<file path="src/rtl/nib_rx_pkg.sv">
package nib_rx_pkg;

    // Boot sequencing: input valid capture opens only in BOOT_LIVE
    typedef enum logic [1:0] {
        BOOT_COLD = 2'd0,
        BOOT_WARM = 2'd1,
        BOOT_LIVE = 2'd2
    } boot_e;

    // Skid sequencing: second skid entry load and second replay slot
    typedef enum logic [1:0] {
        SK_FLOW    = 2'd0,
        SK_CATCH1  = 2'd1,
        SK_REPLAY1 = 2'd2
    } skid_e;

endpackage

</file>
<file path="src/rtl/nib_rx_front.sv">
module nib_rx_front
    import nib_rx_pkg::*;
#(
    parameter int NIB_W = 4
) (
    input  logic             clk,
    input  logic             rst,
    input  logic             in_vld,
    input  logic [NIB_W-1:0] in_nib,
    input  logic             stall_req,
    output logic             stall_q,
    output logic             cap_vld,
    output logic [NIB_W-1:0] cap_nib,
    output boot_e            boot_state
);

    boot_e boot_next;
    logic  stall_d1;
    logic  live;

    // boot state register
    always_ff @(posedge clk) begin
        if (rst) boot_state <= BOOT_COLD;
        else     boot_state <= boot_next;
    end

    // boot next-state and outputs
    always_comb begin
        boot_next = boot_state;
        live      = 1'b0;
        unique case (boot_state)
            BOOT_COLD: boot_next = BOOT_WARM;
            BOOT_WARM: boot_next = BOOT_LIVE;
            BOOT_LIVE: begin
                boot_next = BOOT_LIVE;
                live      = 1'b1;
            end
            default:   boot_next = BOOT_COLD;
        endcase
    end

    // stall toward the sender and its one-cycle delayed copy
    always_ff @(posedge clk) begin
        if (rst) begin
            stall_q  <= 1'b0;
            stall_d1 <= 1'b0;
        end else begin
            stall_q  <= stall_req;
            stall_d1 <= stall_q;
        end
    end

    // input valid register: closed during boot and while the delayed stall is high
    always_ff @(posedge clk) begin
        if (rst)                 cap_vld <= 1'b0;
        else if (!stall_d1 && live) cap_vld <= in_vld;
    end

    // input data register: no reset needed
    always_ff @(posedge clk) begin
        if (!stall_d1) cap_nib <= in_nib;
    end

endmodule

</file>
<file path="src/rtl/nib_rx_skid.sv">
module nib_rx_skid
    import nib_rx_pkg::*;
#(
    parameter int NIB_W = 4
) (
    input  logic             clk,
    input  logic             rst,
    input  logic             stall_req,
    input  logic             stall_q,
    input  logic             cap_vld,
    input  logic [NIB_W-1:0] cap_nib,
    output logic             out_vld,
    output logic [NIB_W-1:0] out_nib
);

    localparam int ENTRIES = 2;

    skid_e phase, phase_next;
    logic  catch0, replay0;
    logic  catch1, replay1;
    logic [ENTRIES-1:0] wr_en;
    logic [ENTRIES-1:0] ent_vld;
    logic [NIB_W-1:0]   ent_nib [ENTRIES];

    // stall rising (request up, sender not yet told) and falling
    assign catch0  = stall_req & ~stall_q;
    assign replay0 = ~stall_req & stall_q;

    // phase state register
    always_ff @(posedge clk) begin
        if (rst) phase <= SK_FLOW;
        else     phase <= phase_next;
    end

    // phase transitions and decoded outputs
    always_comb begin
        catch1  = 1'b0;
        replay1 = 1'b0;
        unique case (phase)
            SK_FLOW:    ;
            SK_CATCH1:  catch1  = 1'b1;
            SK_REPLAY1: replay1 = 1'b1;
            default:    ;
        endcase
        if (catch0)       phase_next = SK_CATCH1;
        else if (replay0) phase_next = SK_REPLAY1;
        else              phase_next = SK_FLOW;
    end

    assign wr_en = {catch1, catch0};

    // skid entries
    for (genvar g = 0; g < ENTRIES; g++) begin : g_ent
        always_ff @(posedge clk) begin
            if (rst)           ent_vld[g] <= 1'b0;
            else if (wr_en[g]) ent_vld[g] <= cap_vld;
        end
        always_ff @(posedge clk) begin
            if (wr_en[g]) ent_nib[g] <= cap_nib;
        end
    end

    // replay multiplexer
    always_comb begin
        if (replay0) begin
            out_vld = ent_vld[0];
            out_nib = ent_nib[0];
        end else if (replay1) begin
            out_vld = ent_vld[1];
            out_nib = ent_nib[1];
        end else begin
            out_vld = cap_vld;
            out_nib = cap_nib;
        end
    end

endmodule

</file>
<file path="src/rtl/nib_rx_asm.sv">
module nib_rx_asm #(
    parameter int NIB_W    = 4,
    parameter int PKT_NIBS = 32
) (
    input  logic                      clk,
    input  logic                      rst,
    input  logic                      stall_req,
    input  logic                      beat_vld,
    input  logic [NIB_W-1:0]          beat_nib,
    output logic                      pkt_rdy,
    output logic [NIB_W*PKT_NIBS-1:0] pkt_word
);

    localparam int WORD_W = NIB_W * PKT_NIBS;

    logic                advance;
    logic [PKT_NIBS-1:0] shadow;
    logic                oldest_prev;

    assign advance = ~stall_req;

    // valid shadow and edge-detect history
    always_ff @(posedge clk) begin
        if (rst) begin
            shadow      <= '0;
            oldest_prev <= 1'b0;
        end else if (advance) begin
            shadow      <= {beat_vld, shadow[PKT_NIBS-1:1]};
            oldest_prev <= shadow[0];
        end
    end

    // nibble shift register, newest at the top
    always_ff @(posedge clk) begin
        if (advance) pkt_word <= {beat_nib, pkt_word[WORD_W-1:NIB_W]};
    end

    assign pkt_rdy = shadow[0] & ~oldest_prev;

endmodule

</file>
<file path="src/rtl/nib_rx.sv">
module nib_rx
    import nib_rx_pkg::*;
#(
    parameter int NIB_W    = 4,
    parameter int PKT_NIBS = 32
) (
    input  logic                      clk,
    input  logic                      rst,
    input  logic                      in_vld,
    input  logic [NIB_W-1:0]          in_nib,
    output logic                      stall_out,
    input  logic                      stall_req,
    output logic                      pkt_rdy,
    output logic [NIB_W*PKT_NIBS-1:0] pkt_word
);

    logic             cap_vld;
    logic [NIB_W-1:0] cap_nib;
    logic             mux_vld;
    logic [NIB_W-1:0] mux_nib;
    boot_e            boot_state;
    logic             boot_live;

    assign boot_live = (boot_state == BOOT_LIVE);

    nib_rx_front #(.NIB_W(NIB_W)) u_front (
        .clk        (clk),
        .rst        (rst),
        .in_vld     (in_vld),
        .in_nib     (in_nib),
        .stall_req  (stall_req),
        .stall_q    (stall_out),
        .cap_vld    (cap_vld),
        .cap_nib    (cap_nib),
        .boot_state (boot_state)
    );

    nib_rx_skid #(.NIB_W(NIB_W)) u_skid (
        .clk       (clk),
        .rst       (rst),
        .stall_req (stall_req),
        .stall_q   (stall_out),
        .cap_vld   (cap_vld),
        .cap_nib   (cap_nib),
        .out_vld   (mux_vld),
        .out_nib   (mux_nib)
    );

    nib_rx_asm #(.NIB_W(NIB_W), .PKT_NIBS(PKT_NIBS)) u_asm (
        .clk       (clk),
        .rst       (rst),
        .stall_req (stall_req),
        .beat_vld  (mux_vld),
        .beat_nib  (mux_nib),
        .pkt_rdy   (pkt_rdy),
        .pkt_word  (pkt_word)
    );

endmodule

</file>
<file path="config.mk">
export PLATFORM = sky130hd
export DESIGN_NAME = nib_rx
export DESIGN_NICKNAME = d
export VERILOG_FILES = /design/src/rtl/nib_rx_pkg.sv /design/src/rtl/nib_rx_front.sv /design/src/rtl/nib_rx_skid.sv /design/src/rtl/nib_rx_asm.sv /design/src/rtl/nib_rx.sv
export SDC_FILE = /design/constraint.sdc
export NUM_CORES = 1
export LEC_CHECK = 0
export ABC_CLOCK_PERIOD_IN_PS = 4950
export BUFFER_PORTS_ARGS = -buffer_cell sky130_fd_sc_hd__buf_2
export CAP_MARGIN = 10
export CORE_MARGIN = 1.5
export CORE_UTILIZATION = 45
export CTS_CLUSTER_SIZE = 24
export DETAILED_ROUTE_END_ITERATION = 8
export GPL_TIMING_DRIVEN = 0
export HOLD_SLACK_MARGIN = 0.08
export PLACE_DENSITY = 0.67
export SLEW_MARGIN = 20
export SYNTH_ARGS = -nofsm -noshare
export SYNTH_HDL_FRONTEND = slang
export SYNTH_SLANG_ARGS = --single-unit
</file>
<file path="constraint.sdc">
create_clock -name clk -period 4.95 [get_ports clk]
set_input_delay 0.7425 -clock clk [delete_from_list [all_inputs] [get_ports clk]]
set_output_delay 0.7425 -clock clk [all_outputs]
set_load 0.005 [all_outputs]
</file>
; Word-level counts from Yosys, hierarchy flattened
; Memory sizes are Yosys's and may differ from the RTL's.
; Cells that the tools add are included.
[totals]
regBits = 174
ram_bits = 8
wordCells = 42
memories = 1
[memory_table]
columns = name, words, width, read_ports, rd_clocked_by_memory_dff, write_ports, line_no
row1 = u_skid.ent_nib, 2, 4, 2, 0, 2, nib_rx_skid.sv:23  ; logic [NIB_W-1:0] ent_nib [ENTRIES];
[classes]
eq_ne = 4
mux = 14
bitwise_logic = 6
reduce_logical = 5
[op_table]
columns = operator, n
row1 = 2-to-1 mux 1 bit, 10
row2 = 2-to-1 mux 4 bit, 2
row3 = "equality test 2 x 1 -> 1 bit, second input constant", 2
row4 = "equality test 2 bit, second input constant", 2
row5 = one-hot mux 2 bit (2 select lines), 1
row6 = OR reduction 2 bit, 2
row7 = AND 1 bit, 3
row8 = inverter 1 bit, 3
row9 = logical NOT 2 bit, 1
row10 = 2-to-1 mux 2 bit, 1
row11 = logical AND 1 bit, 1
row12 = logical NOT 1 bit, 1

; Longest topological paths before layout
; Gate-level depths: netlist (run 1).
[logic_depth]
depth_word = 4
mapped_depth = 5
ltp_nobuf = 5

; Modules after synthesis
; A second synthesis (run 1) with hierarchy kept.
[unflattened]
hier_cells = 298
area_unflattened_um2 = 5880.6
[by_module_without_submodules]
columns = mod, instances, cells_each, area_per_inst_um2, seq_area_each_um2
row1 = nib_rx_asm, 1, 237, 5058.6, 4504.3
row2 = nib_rx_skid, 1, 39, 505.5, 320.3
row3 = nib_rx_front, 1, 22, 316.6, 220.2

; Least setup slack after synthesis (run 1)
; Ideal clock, no wire load.
[synth_path]
path_type = in2reg
start = in stall_req
end = reg u_asm.pkt_word[0], enable pin
setup_time_ns = 0.482
arrival_time_ns = 3.423
required_ns = 4.468
setup_slack_ns = 1.044
path_stages = 2
n_path_buf = 1
path_cell_list = buf_2 inv_1
[synth_lines]
columns = item, line_no
row1 = "start, declared", nib_rx.sv:12  ; input logic stall_req,
row2 = "end signal, assigned", nib_rx_asm.sv:35  ; if (advance) pkt_word <= {beat_nib, pkt_word[WORD_W-1:NIB_W]};
row3 = "end, declared", nib_rx_asm.sv:11  ; output logic [NIB_W*PKT_NIBS-1:0] pkt_word
; No word-level cell between the ends.

; Final worst setup path (run 1)
[layout_path]
start = reg u_front.stall_q
end = out stall_out
[layout_lines]
columns = item, line_no
row1 = "start, declared", nib_rx_front.sv:11  ; output logic stall_q,
row2 = "start signal, assigned", nib_rx_front.sv:48  ; stall_q <= stall_req;
row3 = "end, declared", nib_rx.sv:11  ; output logic stall_out,
; No word-level cell between the ends.

==> results by group, run 1 <==
Worst hold path
  – Worst Hold Endpoint: u_asm.pkt_word[80]$_DFFE_PN_
  – Hold Crit Class: reg2reg
  – Hold depth: 0
  – HP Start: u_asm.pkt_word[84]$_DFFE_PN_

Logic synthesis
  – Sequential fraction of the synthesis area: 0.8669
  – Register bit total from synthesis: 182
  – Synthesized instance count: ~300
  – Post-synthesis cell type count: 19
  – Yosys warns: 0
  – Mapped cell area: ~0.0058 mm2
  – Syn Area/Cell: between 15 and 20 um2
  – Syn nets: around 300

Finish
  – Storage element area: 0.005045 mm2
  – Multi-input gate area: roughly 700 um2
  – Number of inserted diodes: 0
  – Nets: roughly 460
  – Fill count: ~1000
  – Share of layout cells above drive strength 1: 0.3798
  – Synth-to-layout area growth: 26.42%
  – Count of non-filler cells in the finished layout: between 600 and 700
  – Most common cell after layout, fill and taps aside: buf_2
  – Most frequent cells in the layout: buf_2, edfxtp_1, dfxtp_1

Setup path
  – Crit. End Element: primary output
  – Worst reg2reg path endpoint: u_asm.shadow[31]$_SDFFE_PP0N_
  – Worst EP required: about 4.2 ns
  – Worst reg-to-reg setup slack: 3.70 ns
  – Crit-path cells: buf_2
  – Critical path type: reg2out
  – CP Max Fanout: 8
  – Arr. time, crit path: roughly 1.1 ns
  – Crit start category: flop
  – Buf+Inv Stages, Crit Path: 1
  – CP max stage delay: approximately 0.46 ns
  – Crit path max-delay family: flip-flops
  – Slowest CP cell: dfxtp_1
  – Reg2reg start: u_front.stall_q$_SDFF_PP0_
  – Reg2reg path depth: 3

Power and ir drop
  – PwrDens: about 440 mW/mm2
  – Leakage: 2.938 nW
  – Peak supply drop: 251.3 uV

Floorplanning
  – Initial core utilization: 0.4611
  – Die area: about 0.014 mm2
  – Die Y: roughly 120 um
  – I/O pins: 138
  – Die W: 116.7 um
  – Core Box Area: 0.01262 mm2
  – Row count: slightly above 40

Timing
  – RSZ-0062 raised after global routing: no
  – Slew headroom: 0.6101
  – Final worst setup slack: roughly 3.2 ns
  – Tcrit/Tclk final: 0.3619
  – Max Clk Rate: approximately 560 MHz
  – Fin. Hold Viols: 0
  – Slew @ Worst Pin: about 0.58 ns
  – Max Slew Vio Count: 0
  – Total negative slack: 0 ns
  – Setup-failing EPs final: 0
  – Fin crit period: between 1.5 and 2 ns
  – Post-Route Skew: between 0.009 and 0.01 ns

CTS
  – Hold_buf cts: 0
  – Clk_lat worst skew: approximately 0.42 ns
  – Clk root buf: clkbuf_16
  – TritonCTS clock tree: yes
  – Clock slew at reported path FFs: approximately 0.060 ns
  – CTS Buffer Depth: 2
  – H-tree levels: 4
  – Setup Fix Bufs, Post-CTS: 0
  – Cts bufs inserted: 17
  – Clk sink count: between 150 and 200
  – Post_cts resized: 0

GRT
  – Initial antenna violation count: 0
  – First-pass GRT wire length: around 14 mm
  – Vias in the first global route: about 2700
  – GRT Resource Usage Total: 0.1454
  – Grt total ovfl: 0
  – Largest net degree at the start of global routing: a little under 70

Detailed routing
  – Antenna-violating nets left: 0
  – Initial drt markers: roughly 160
  – Via count: between 2000 and 3000
  – Wirelength per Cell: 14.90 um
  – DRC Markers: 0
  – Vias/cell: between 4 and 5
  – DRT Pass-1 Iters: 4
  – Drt total wl: between 9 and 10 mm

Placement
  – Post-detail-place hpwl: ~6.2 mm
  – Routability Congestion: around 0.70
  – Place WS: about 2.8 ns
  – Cells after DPL: 606
  – IO Port Bufs: 136

Job
  – Max_cap viols: 0

Run status
  – Outcome: finished clean
## layer usage
layer  global-route usage  up-vias  part of all wire
li1                     -     1407                 -
met1               0.1786     1405              0.45
met2               0.2234      112              0.46
met3              0.06746       12             0.072
met4              0.06024        0             0.015
met5                    0        -                 0
## worst max path at each step
| stage | from | endpoint | slack, ns | cells after the start |
|---|---|---|---|---|
| 3_5_place_dp | stall_req | u_asm.pkt_word[4]$_DFFE_PN_ | 2.79 | 3 |
| 3_3_place_gp | stall_req | u_asm.pkt_word[0]$_DFFE_PN_ | 0.15 | 2 |
| 5_1_grt | u_front.stall_q$_SDFF_PP0_ | stall_out | 3.09 | 1 |
| 6_report | u_front.stall_q$_SDFF_PP0_ | stall_out | 3.16 | 1 |
| 4_1_cts | u_front.stall_q$_SDFF_PP0_ | stall_out | 3.14 | 1 |
| 2_1_floorplan | stall_req | u_asm.pkt_word[0]$_DFFE_PN_ | 1.04 | 2 |
## stage by stage
stage / total power [mW] / instance area [um2] / hold WS [ns] / utilization
after global routing: 3.392 / 7357 / 0.4535 / 0.5830
final: 3.273 / 7357 / 0.4428 / 0.5830
after global placement: 1.929 / 6715 / 0.4270 / 0.5321
after floorplan: 1.851 / 5819 / 0.4254 / -
after CTS: 3.316 / 7357 / 0.4455 / 0.5830
after detailed placement: 1.932 / 6748 / 0.4264 / 0.5347
## where the power goes
part           internal (mW)  switching, mW
clock network          0.837          0.539
logic                 0.0590         0.0731
registers               1.73         0.0360
total                   2.62          0.648
## cells in the mapped netlist
master / instances / area share
nand2b_1: 1 / 0.0011
and2b_4: 1 / 0.0017
edfxtp_1: 140 / 0.72
or4b_1: 1 / 0.0017
and2_1: 1 / 0.0011
o31ai_1: 1 / 0.0013
inv_1: 4 / 0.0026
nor3_1: 1 / 0.00086
nor2b_1: 9 / 0.0097
a21oi_1: 4 / 0.0034
buf_2: 6 / 0.0052
nand2_1: 1 / 0.00064
mux2i_1: 39 / 0.067
o41ai_2: 1 / 0.0028
buf_4: 3 / 0.0039
clkbuf_1: 1 / 0.00064
nor2_1: 39 / 0.025
ha_1: 2 / 0.0043
dfxtp_1: 42 / 0.14
## registers in the layout, summed over array words and instances (netlist names)
signal / flops
u_asm.oldest_prev: 1
u_asm.pkt_word: 128
u_asm.shadow: 32
u_front.boot_state: 2
u_front.cap_nib: 4
u_front.cap_vld: 1
u_front.stall_d1: 1
u_front.stall_q: 1
u_skid.ent_nib: 8
u_skid.ent_vld: 2
u_skid.phase: 2
## cells by family (layout without fill, tap and decap cells)
logic type / count (synthesis) / in the layout / share of synthesized area
compound gates: 6 / 6 / 0.007527
fa+ha+maj: 2 / 2 / 0.004299
buf+inv: 14 / 183 / 0.01225
mux: 39 / 39 / 0.06708
flops: 182 / 182 / 0.8669
simple gates: 54 / 54 / 0.04193
## area by class of cell
cell class	count	area share
clock buffer	17	0.05782
buffer	10	0.007653
tap	172	0.02925
sequential	182	0.6857
multi-input combinational	101	0.09558
inverter	4	0.002721
timing repair buffer	137	0.09626
clock inverter	15	0.02500
Power figures use the tool's default switching activity.
==> run 2, diff against run 1 <==
- ABC_CLOCK_PERIOD_IN_PS: 4950 -> 1800
- clock period: 4.95 -> 1.8 ns (I/O delays scaled with it)
==> run 2 against run 1 <==
Compared with the run above:
- utilization rose by 0.42 points
- sequential power rose to 2.8 times the previous value
- clock skew fell by 0.0029 ns
- worst setup slack got worse by 2.9 ns
- sequential cell count did not move
- register-to-register slack got worse by 3.1 ns
- clock power rose by 140%
- global-route usage barely moved
- first-iteration DRC count rose by 43%
- sequential share of layout area fell by 0.49 points
- final cell count rose by 1.3%
- critical path depth rose by 4
- critical endpoint is now u_asm.pkt_word[48]$_DFFE_PN_
- largest cell class unchanged
==> results by group, run 2 (synthesis results as in run 1) <==
Run status
  – Outcome: finished clean (unchanged)

Placement
  – Post-detail-place hpwl: 6.397 mm (was 6.166 mm)
  – IO Port Bufs: 136 (unchanged)
  – Routability Congestion: 0.7078 (was 0.7024)

CTS
  – Setup Fix Bufs, Post-CTS: 0 (unchanged)
  – Clk sink count: 182 (unchanged)
  – Clk root buf: clkbuf_16 (unchanged)
  – CTS Buffer Depth: 2 (unchanged)
  – TritonCTS clock tree: yes (unchanged)
  – Clk_lat worst skew: 0.42 ns (about the same)
  – Clock slew at reported path FFs: 0.06 ns (about the same)
  – H-tree levels: 4 (unchanged)
  – Cts bufs inserted: 17 (unchanged)

Setup path
  – CP Max Fanout: 34 (was 8)
  – Slowest CP cell: dlygate4sd3_1 (was dfxtp_1)
  – Crit path max-delay family: buffers and inverters (was flip-flops)
  – Crit. End Element: flop (was primary output)
  – Crit start category: input port (was flop)
  – Crit-path cells: dlygate4sd3_1 -> buf_12 -> clkinvlp_4 -> buf_12 -> buf_12 (was buf_2)
  – Most frequent cell on the critical path: buf_12
  – Arr. time, crit path: 1.68 ns (was 1.05 ns)
  – Critical path type: in2reg (was reg2out)
  – CP max stage delay: 0.57 ns (was 0.46 ns)
  – Worst EP required: 1.91 ns (was 4.21 ns)
  – Buf+Inv Stages, Crit Path: 5 (was 1)

Power and ir drop
  – Leakage: 2.940 nW (was 2.938 nW)
  – Peak supply drop: 708.8 uV (was 251.3 uV)
  – PwrDens: 1158 mW/mm2 (was 444.8 mW/mm2)

Finish
  – Synth-to-layout area growth: 27.33% (was 26.42%)
  – Fill count: 991 (was 986)
  – Biggest regs: u_asm.pkt_word (128), u_asm.shadow (32), u_skid.ent_nib (8) (unchanged)
  – Share of layout cells above drive strength 1: 0.3819 (was 0.3798)
  – Largest Register: u_asm.pkt_word (unchanged)
  – Most common cell after layout, fill and taps aside: buf_2 (unchanged)
  – Nets: 472 (was 463)
  – Most frequent cells in the layout: buf_2, edfxtp_1, dfxtp_1 (unchanged)
  – Number of inserted diodes: 0 (unchanged)
  – Max FFs per register: 128 (unchanged)

Timing
  – Total negative slack: 0 ns (unchanged)
  – Setup-failing EPs final: 0 (unchanged)
  – RSZ-0062 raised after global routing: no (unchanged)
  – Max Clk Rate: 639.9 MHz
  – Slew @ Worst Pin: 0.4682 ns (was 0.5849 ns)
  – Fin. Hold Viols: 0 (unchanged)
  – Tcrit/Tclk final: 0.8682
  – Post-Route Skew: 0.006495 ns (was 0.009353 ns)
  – Max Slew Vio Count: 0 (unchanged)
  – Slew headroom: 0.6872 (was 0.6101)
  – Fin crit period: roughly 1.6 ns
  – Hold slack final: 0.1059 ns (was 0.4428 ns)

Floorplanning
  – Row count: 41 (unchanged)
  – I/O pins: 138 (unchanged)
  – Core Box Area: 0.01262 mm2 (unchanged)
  – Die Y: 116.7 um (unchanged)
  – Die area: 0.01362 mm2 (unchanged)
  – Initial core utilization: 0.4611 (unchanged)
  – Die W: 116.7 um (unchanged)

Detailed routing
  – Via count: 2990 (was 2936)
  – Antenna-violating nets left: 0 (unchanged)
  – Drt total wl: 9.496 mm (was 9.505 mm)
  – Wirelength per Cell: 14.70 um (was 14.90 um)
  – Vias/cell: 4.628 (was 4.602)
  – Initial drt markers: 231 (was 162)
  – DRC Markers: 0 (unchanged)
  – DRT Pass-1 Iters: 4 (unchanged)

Job
  – Max_cap viols: 0 (unchanged)

GRT
  – Met3 usage: 0.06124 (was 0.06746)
  – Initial antenna violation count: 0 (unchanged)
  – Grt total ovfl: 0 (unchanged)
  – M2 GR Usage: 0.2144 (was 0.2234)
  – GRT Resource Usage Total: 0.1450 (was 0.1454)
  – First-pass GRT wire length: 14.27 mm (unchanged)
  – Met1 Use GR: 0.1807 (was 0.1786)
  – Most Crowded Layer GR: met2 (unchanged)
  – Vias in the first global route: 2808 (was 2741)
  – Largest net degree at the start of global routing: 35 (was 69)

Worst hold path
  – Hold Crit Class: in2reg (was reg2reg)
run 2: changes by cell type in the layout (fill, tap and decap cells not counted):
cell | before | now
clkinvlp_4 | 1 | 5
buf_12 | 0 | 5
dlygate4sd3_1 | 0 | 6
clkinv_1 | 4 | 2
bufinv_16 | 4 | 1
clkinv_4 | 2 | 0
clkinvlp_2 | 0 | 2
buf_2 | 142 | 141
buf_16 | 1 | 0
run 2: final timing paths:
check | startpoint | end | slack, ns | depth (start not counted)
worst min register to register | u_asm.pkt_word[20]$_DFFE_PN_ | u_asm.pkt_word[16]$_DFFE_PN_ | 0.44 | 0
worst max-delay path | stall_req | u_asm.pkt_word[48]$_DFFE_PN_ | 0.24 | 5
worst min-delay path | in_vld | u_front.cap_vld$_SDFFE_PP0P_ | 0.11 | 3
worst max register to register | u_skid.phase[1]$_SDFF_PP0_ | u_asm.pkt_word[124]$_DFFE_PN_ | 0.58 | 4
run 2: power breakdown:
group | internal [mW] | leakage, nW | switching (mW)
logic | 0.186 | 0.983 | 0.205
clock network | 1.88 | 0.248 | 1.47
registers | 4.75 | 1.71 | 0.0992
run 2: final cells by class:
cell class | instances | area [um2] | area share
Buffer | 10 | 71.32 | 0.009625
Timing Repair Buffer | 146 | 820.8 | 0.1108
Tap cell | 172 | 215.2 | 0.02904
Clock buffer | 17 | 425.4 | 0.05741
Multi-Input combinational cell | 101 | 703.2 | 0.09490
Sequential cell | 182 | 5045 | 0.6809
Inverter | 4 | 18.77 | 0.002533
Clock inverter | 14 | 110.1 | 0.01486
run 2: what timing repair did:
action	in CTS	in global routing
resized for setup	0	0
setup endpoints to repair	0	0
endpoints found under the hold margin	6	0
hold buffers	6	0
run 2: routing by layer:
| layer | wire length (um) | up-vias |
|---|---|---|
| met4 | 231 | 0 |
| met1 | 4265 | 1422 |
| met5 | 0 | - |
| met3 | 742 | 21 |
| met2 | 4256 | 126 |
| li1 | - | 1421 |
run 2: worst register-to-register path: cells and delay by family, from the launching register on:
kind	cells	cell delay (ns)
flops	1	0.35
mux	1	0.22
buf+inv	1	0.20
simple gates	1	0.13
compound gates	1	0.08
run 2: per-stage QoR:
stage,utilization,std cells,power [mW],setup slack (ns),cell area (um2)
finish,0.5872,646,8.582,0.2373,7410
CTS,0.5872,646,8.696,0.2437,7410
detailed placement,0.5400,609,5.328,0.3987,6814
floorplan,-,297,5.089,-0.8591,5838
global route,0.5872,646,8.893,0.1868,7410
global placement,0.5336,605,5.304,-1.604,6734
==> run 3, diff against run 2 <==
- CORE_UTILIZATION: 45 -> 42
- PLACE_DENSITY: 0.67 -> 0.64
- TNS_END_PERCENT: default -> 50
==> run 3 against run 2 <==
Compared with the run above:
- sequential power hardly changed
- wire length is 0.17% lower
- worst hold slack better by 0.0056 ns
- worst setup slack better by 0.18 ns
- critical path type unchanged
- largest cell class unchanged
==> results by group, run 3 (synthesis results as in run 1) <==
Run status
  – Outcome: finished clean (unchanged)

CTS
  – Cts bufs inserted: 17 (unchanged)
  – Clock slew at reported path FFs: 0.06 ns (about the same)
  – TritonCTS clock tree: yes (unchanged)
  – Clk root buf: clkbuf_16 (unchanged)
  – Clk_lat worst skew: 0.42 ns (about the same)
  – Setup Fix Bufs, Post-CTS: 0 (unchanged)
  – H-tree levels: 4 (unchanged)
  – CTS Buffer Depth: 2 (unchanged)
  – Clk sink count: 182 (unchanged)

Setup path
  – Worst reg2reg path endpoint: u_asm.shadow[31]$_SDFFE_PP0N_ (was u_asm.pkt_word[124]$_DFFE_PN_)
  – Crit start category: input port (unchanged)
  – Most frequent cell on the critical path: buf_12 (unchanged)
  – Crit-path cells: buf_12 -> clkinvlp_4 -> buf_12 -> buf_12 (was dlygate4sd3_1 -> buf_12 -> clkinvlp_4 -> buf_12 -> buf_12)
  – Reg2reg path depth: 3 (was 4)
  – CP Max Fanout: 36 (was 34)
  – Buf+Inv Stages, Crit Path: 4 (was 5)
  – CP Depth: 4 (was 5)
  – Critical path type: in2reg (unchanged)
  – Critical Path Sink: u_asm.pkt_word[64]$_DFFE_PN_ (was u_asm.pkt_word[48]$_DFFE_PN_)
  – Worst reg-to-reg setup slack: 0.57 ns (was 0.58 ns)
  – CP max stage delay: 0.53 ns (was 0.57 ns)
  – Reg2reg start: u_front.stall_q$_SDFF_PP0_ (was u_skid.phase[1]$_SDFF_PP0_)
  – Worst EP required: 1.96 ns (was 1.91 ns)
  – Crit path max-delay family: buffers and inverters (unchanged)
  – Slowest CP cell: clkinvlp_4 (was dlygate4sd3_1)
  – Crit. End Element: flop (unchanged)
  – Worst Setup SP: stall_req (unchanged)
  – Arr. time, crit path: 1.54 ns (was 1.68 ns)

GRT
  – Largest net degree at the start of global routing: 39 (was 35)
  – Vias in the first global route: 2863 (was 2808)
  – GRT Resource Usage Total: 0.1383 (was 0.1450)
  – First-pass GRT wire length: 14.95 mm (was 14.27 mm)
  – Grt total ovfl: 0 (unchanged)
  – Initial antenna violation count: 0 (unchanged)

Floorplanning
  – Die W: 120.7 um (was 116.7 um)
  – Core Box Area: 0.01340 mm2 (was 0.01262 mm2)
  – I/O pins: 138 (unchanged)
  – Die Y: 120.7 um (was 116.7 um)
  – Initial core utilization: 0.4343 (was 0.4611)
  – Die area: 0.01457 mm2 (was 0.01362 mm2)
  – Row count: 42 (was 41)

Detailed routing
  – Routed length on met2: 4.267 mm (was 4.256 mm)
  – DRT Pass-1 Iters: 5 (was 4)
  – Drt total wl: 9.480 mm (was 9.496 mm)
  – Vias/cell: 4.590 (was 4.628)
  – Initial drt markers: 211 (was 231)
  – Metal-1 WL: 4.293 mm (was 4.265 mm)
  – Antenna-violating nets left: 0 (unchanged)
  – Via count: 2979 (was 2990)
  – Met3 WL: 765 um (was 742 um)
  – Wirelength per Cell: 14.61 um (was 14.70 um)
  – DRC Markers: 0 (unchanged)
  – Top layer in use: met4 (unchanged)

Power and ir drop
  – Peak supply drop: 741.5 uV (was 708.8 uV)
  – Leakage: 2.949 nW (was 2.940 nW)
  – PwrDens: 1187 mW/mm2 (was 1158 mW/mm2)

Timing
  – Max Slew Vio Count: 0 (unchanged)
  – Final worst setup slack: 0.4193 ns (was 0.2373 ns)
  – Fin crit period: 1.381 ns (was 1.563 ns)
  – RSZ-0062 raised after global routing: no (unchanged)
  – Slew @ Worst Pin: 0.6528 ns (was 0.4682 ns)
  – Slew headroom: 0.5639 (was 0.6872)
  – Fin. Hold Viols: 0 (unchanged)
  – Setup-failing EPs final: 0 (unchanged)
  – Max Clk Rate: 724.2 MHz (was 639.9 MHz)
  – Tcrit/Tclk final: 0.7671 (was 0.8682)
  – Post-Route Skew: 0.006775 ns (was 0.006495 ns)

Finish
  – Most frequent cells in the layout: buf_2, edfxtp_1, dfxtp_1 (unchanged)
  – Most common cell after layout, fill and taps aside: buf_2 (unchanged)
  – Number of inserted diodes: 0 (unchanged)
  – Fill count: 1051 (was 991)
  – Largest Register: u_asm.pkt_word (unchanged)
  – Nets: 470 (was 472)
  – Max FFs per register: 128 (unchanged)
  – Biggest regs: u_asm.pkt_word (128), u_asm.shadow (32), u_skid.ent_nib (8) (unchanged)
  – Count of non-filler cells in the finished layout: 649 (was 646)
  – Share of layout cells above drive strength 1: 0.3700 (was 0.3819)
  – Synth-to-layout area growth: 27.56% (was 27.33%)

Placement
  – IO Port Bufs: 136 (unchanged)
  – Cells after DPL: 612 (was 609)
  – Routability Congestion: 0.6892 (was 0.7078)
  – Place WS: -0.03255 ns (was 0.3987 ns)
  – Post-detail-place hpwl: 6.352 mm (was 6.397 mm)

Job
  – Max_cap viols: 0 (unchanged)

Worst hold path
  – Hold Crit Class: in2reg (unchanged)
## run 3: changes by cell type in the layout (fill, tap and decap cells not counted), moves of 2 or more
cell / before / now
bufinv_16: 1 / 3
clkbuf_1: 1 / 6
clkinv_2: 3 / 1
clkinvlp_2: 2 / 0
clkinvlp_4: 5 / 3
inv_6: 2 / 0
## run 3: final cells by class
type,instances,area [um2],share of cell area
Buffer,10,71.32,0.009607
Inverter,4,18.77,0.002528
Timing Repair Buffer,144,790.8,0.1065
Clock buffer,22,444.2,0.05983
Sequential cell,182,5045,0.6796
Multi-Input combinational cell,101,703.2,0.09472
Clock inverter,10,130.1,0.01753
Tap cell,176,220.2,0.02966
## run 3: how the worst min path moves through the flow
stage | cells past startpoint | slack, ns | start | to
5_1_grt | 2 | 0.09 | rst | u_front.stall_d1$_SDFF_PP0_
3_3_place_gp | 0 | 0.43 | u_asm.pkt_word[84]$_DFFE_PN_ | u_asm.pkt_word[80]$_DFFE_PN_
4_1_cts | 2 | 0.08 | rst | u_front.stall_d1$_SDFF_PP0_
2_1_floorplan | 1 | 0.35 | rst | u_front.stall_d1$_SDFF_PP0_
3_5_place_dp | 0 | 0.43 | u_asm.pkt_word[121]$_DFFE_PN_ | u_asm.pkt_word[117]$_DFFE_PN_
6_report | 2 | 0.11 | rst | u_front.stall_d1$_SDFF_PP0_
## run 3: through the flow
step | total power [mW] | hold slack [ns] | cell area [um2] | utilization | setup TNS (ns)
after detailed placement | 5.323 | 0.4275 | 6799 | 0.5074 | -1.143
after floorplan | 5.089 | 0.3491 | 5838 | - | -111.48
after global routing | 9.146 | 0.09420 | 7423 | 0.5540 | 0
after global placement | 5.307 | 0.4274 | 6739 | 0.5029 | -211.29
final | 8.814 | 0.1115 | 7423 | 0.5540 | 0
after CTS | 8.935 | 0.08404 | 7423 | 0.5540 | 0
## run 3: layer usage
| metal | up-vias | track usage |
|---|---|---|
| li1 | 1418 | - |
| met1 | 1425 | 0.1824 |
| met2 | 122 | 0.2003 |
| met3 | 14 | 0.05613 |
| met4 | 0 | 0.06397 |
| met5 | - | 0 |
## run 3: report_power, final
| part | leakage [nW] | switching [mW] | internal [mW] |
|---|---|---|---|
| registers | 1.71 | 0.0978 | 4.75 |
| clock network | 0.271 | 1.41 | 2.17 |
| logic | 0.970 | 0.204 | 0.180 |
## run 3: repair_timing
item,CTS,global route
setup endpoints to repair,0,0
resized for setup,0,0
hold buffers,5,0
hold endpoints to repair,5,0
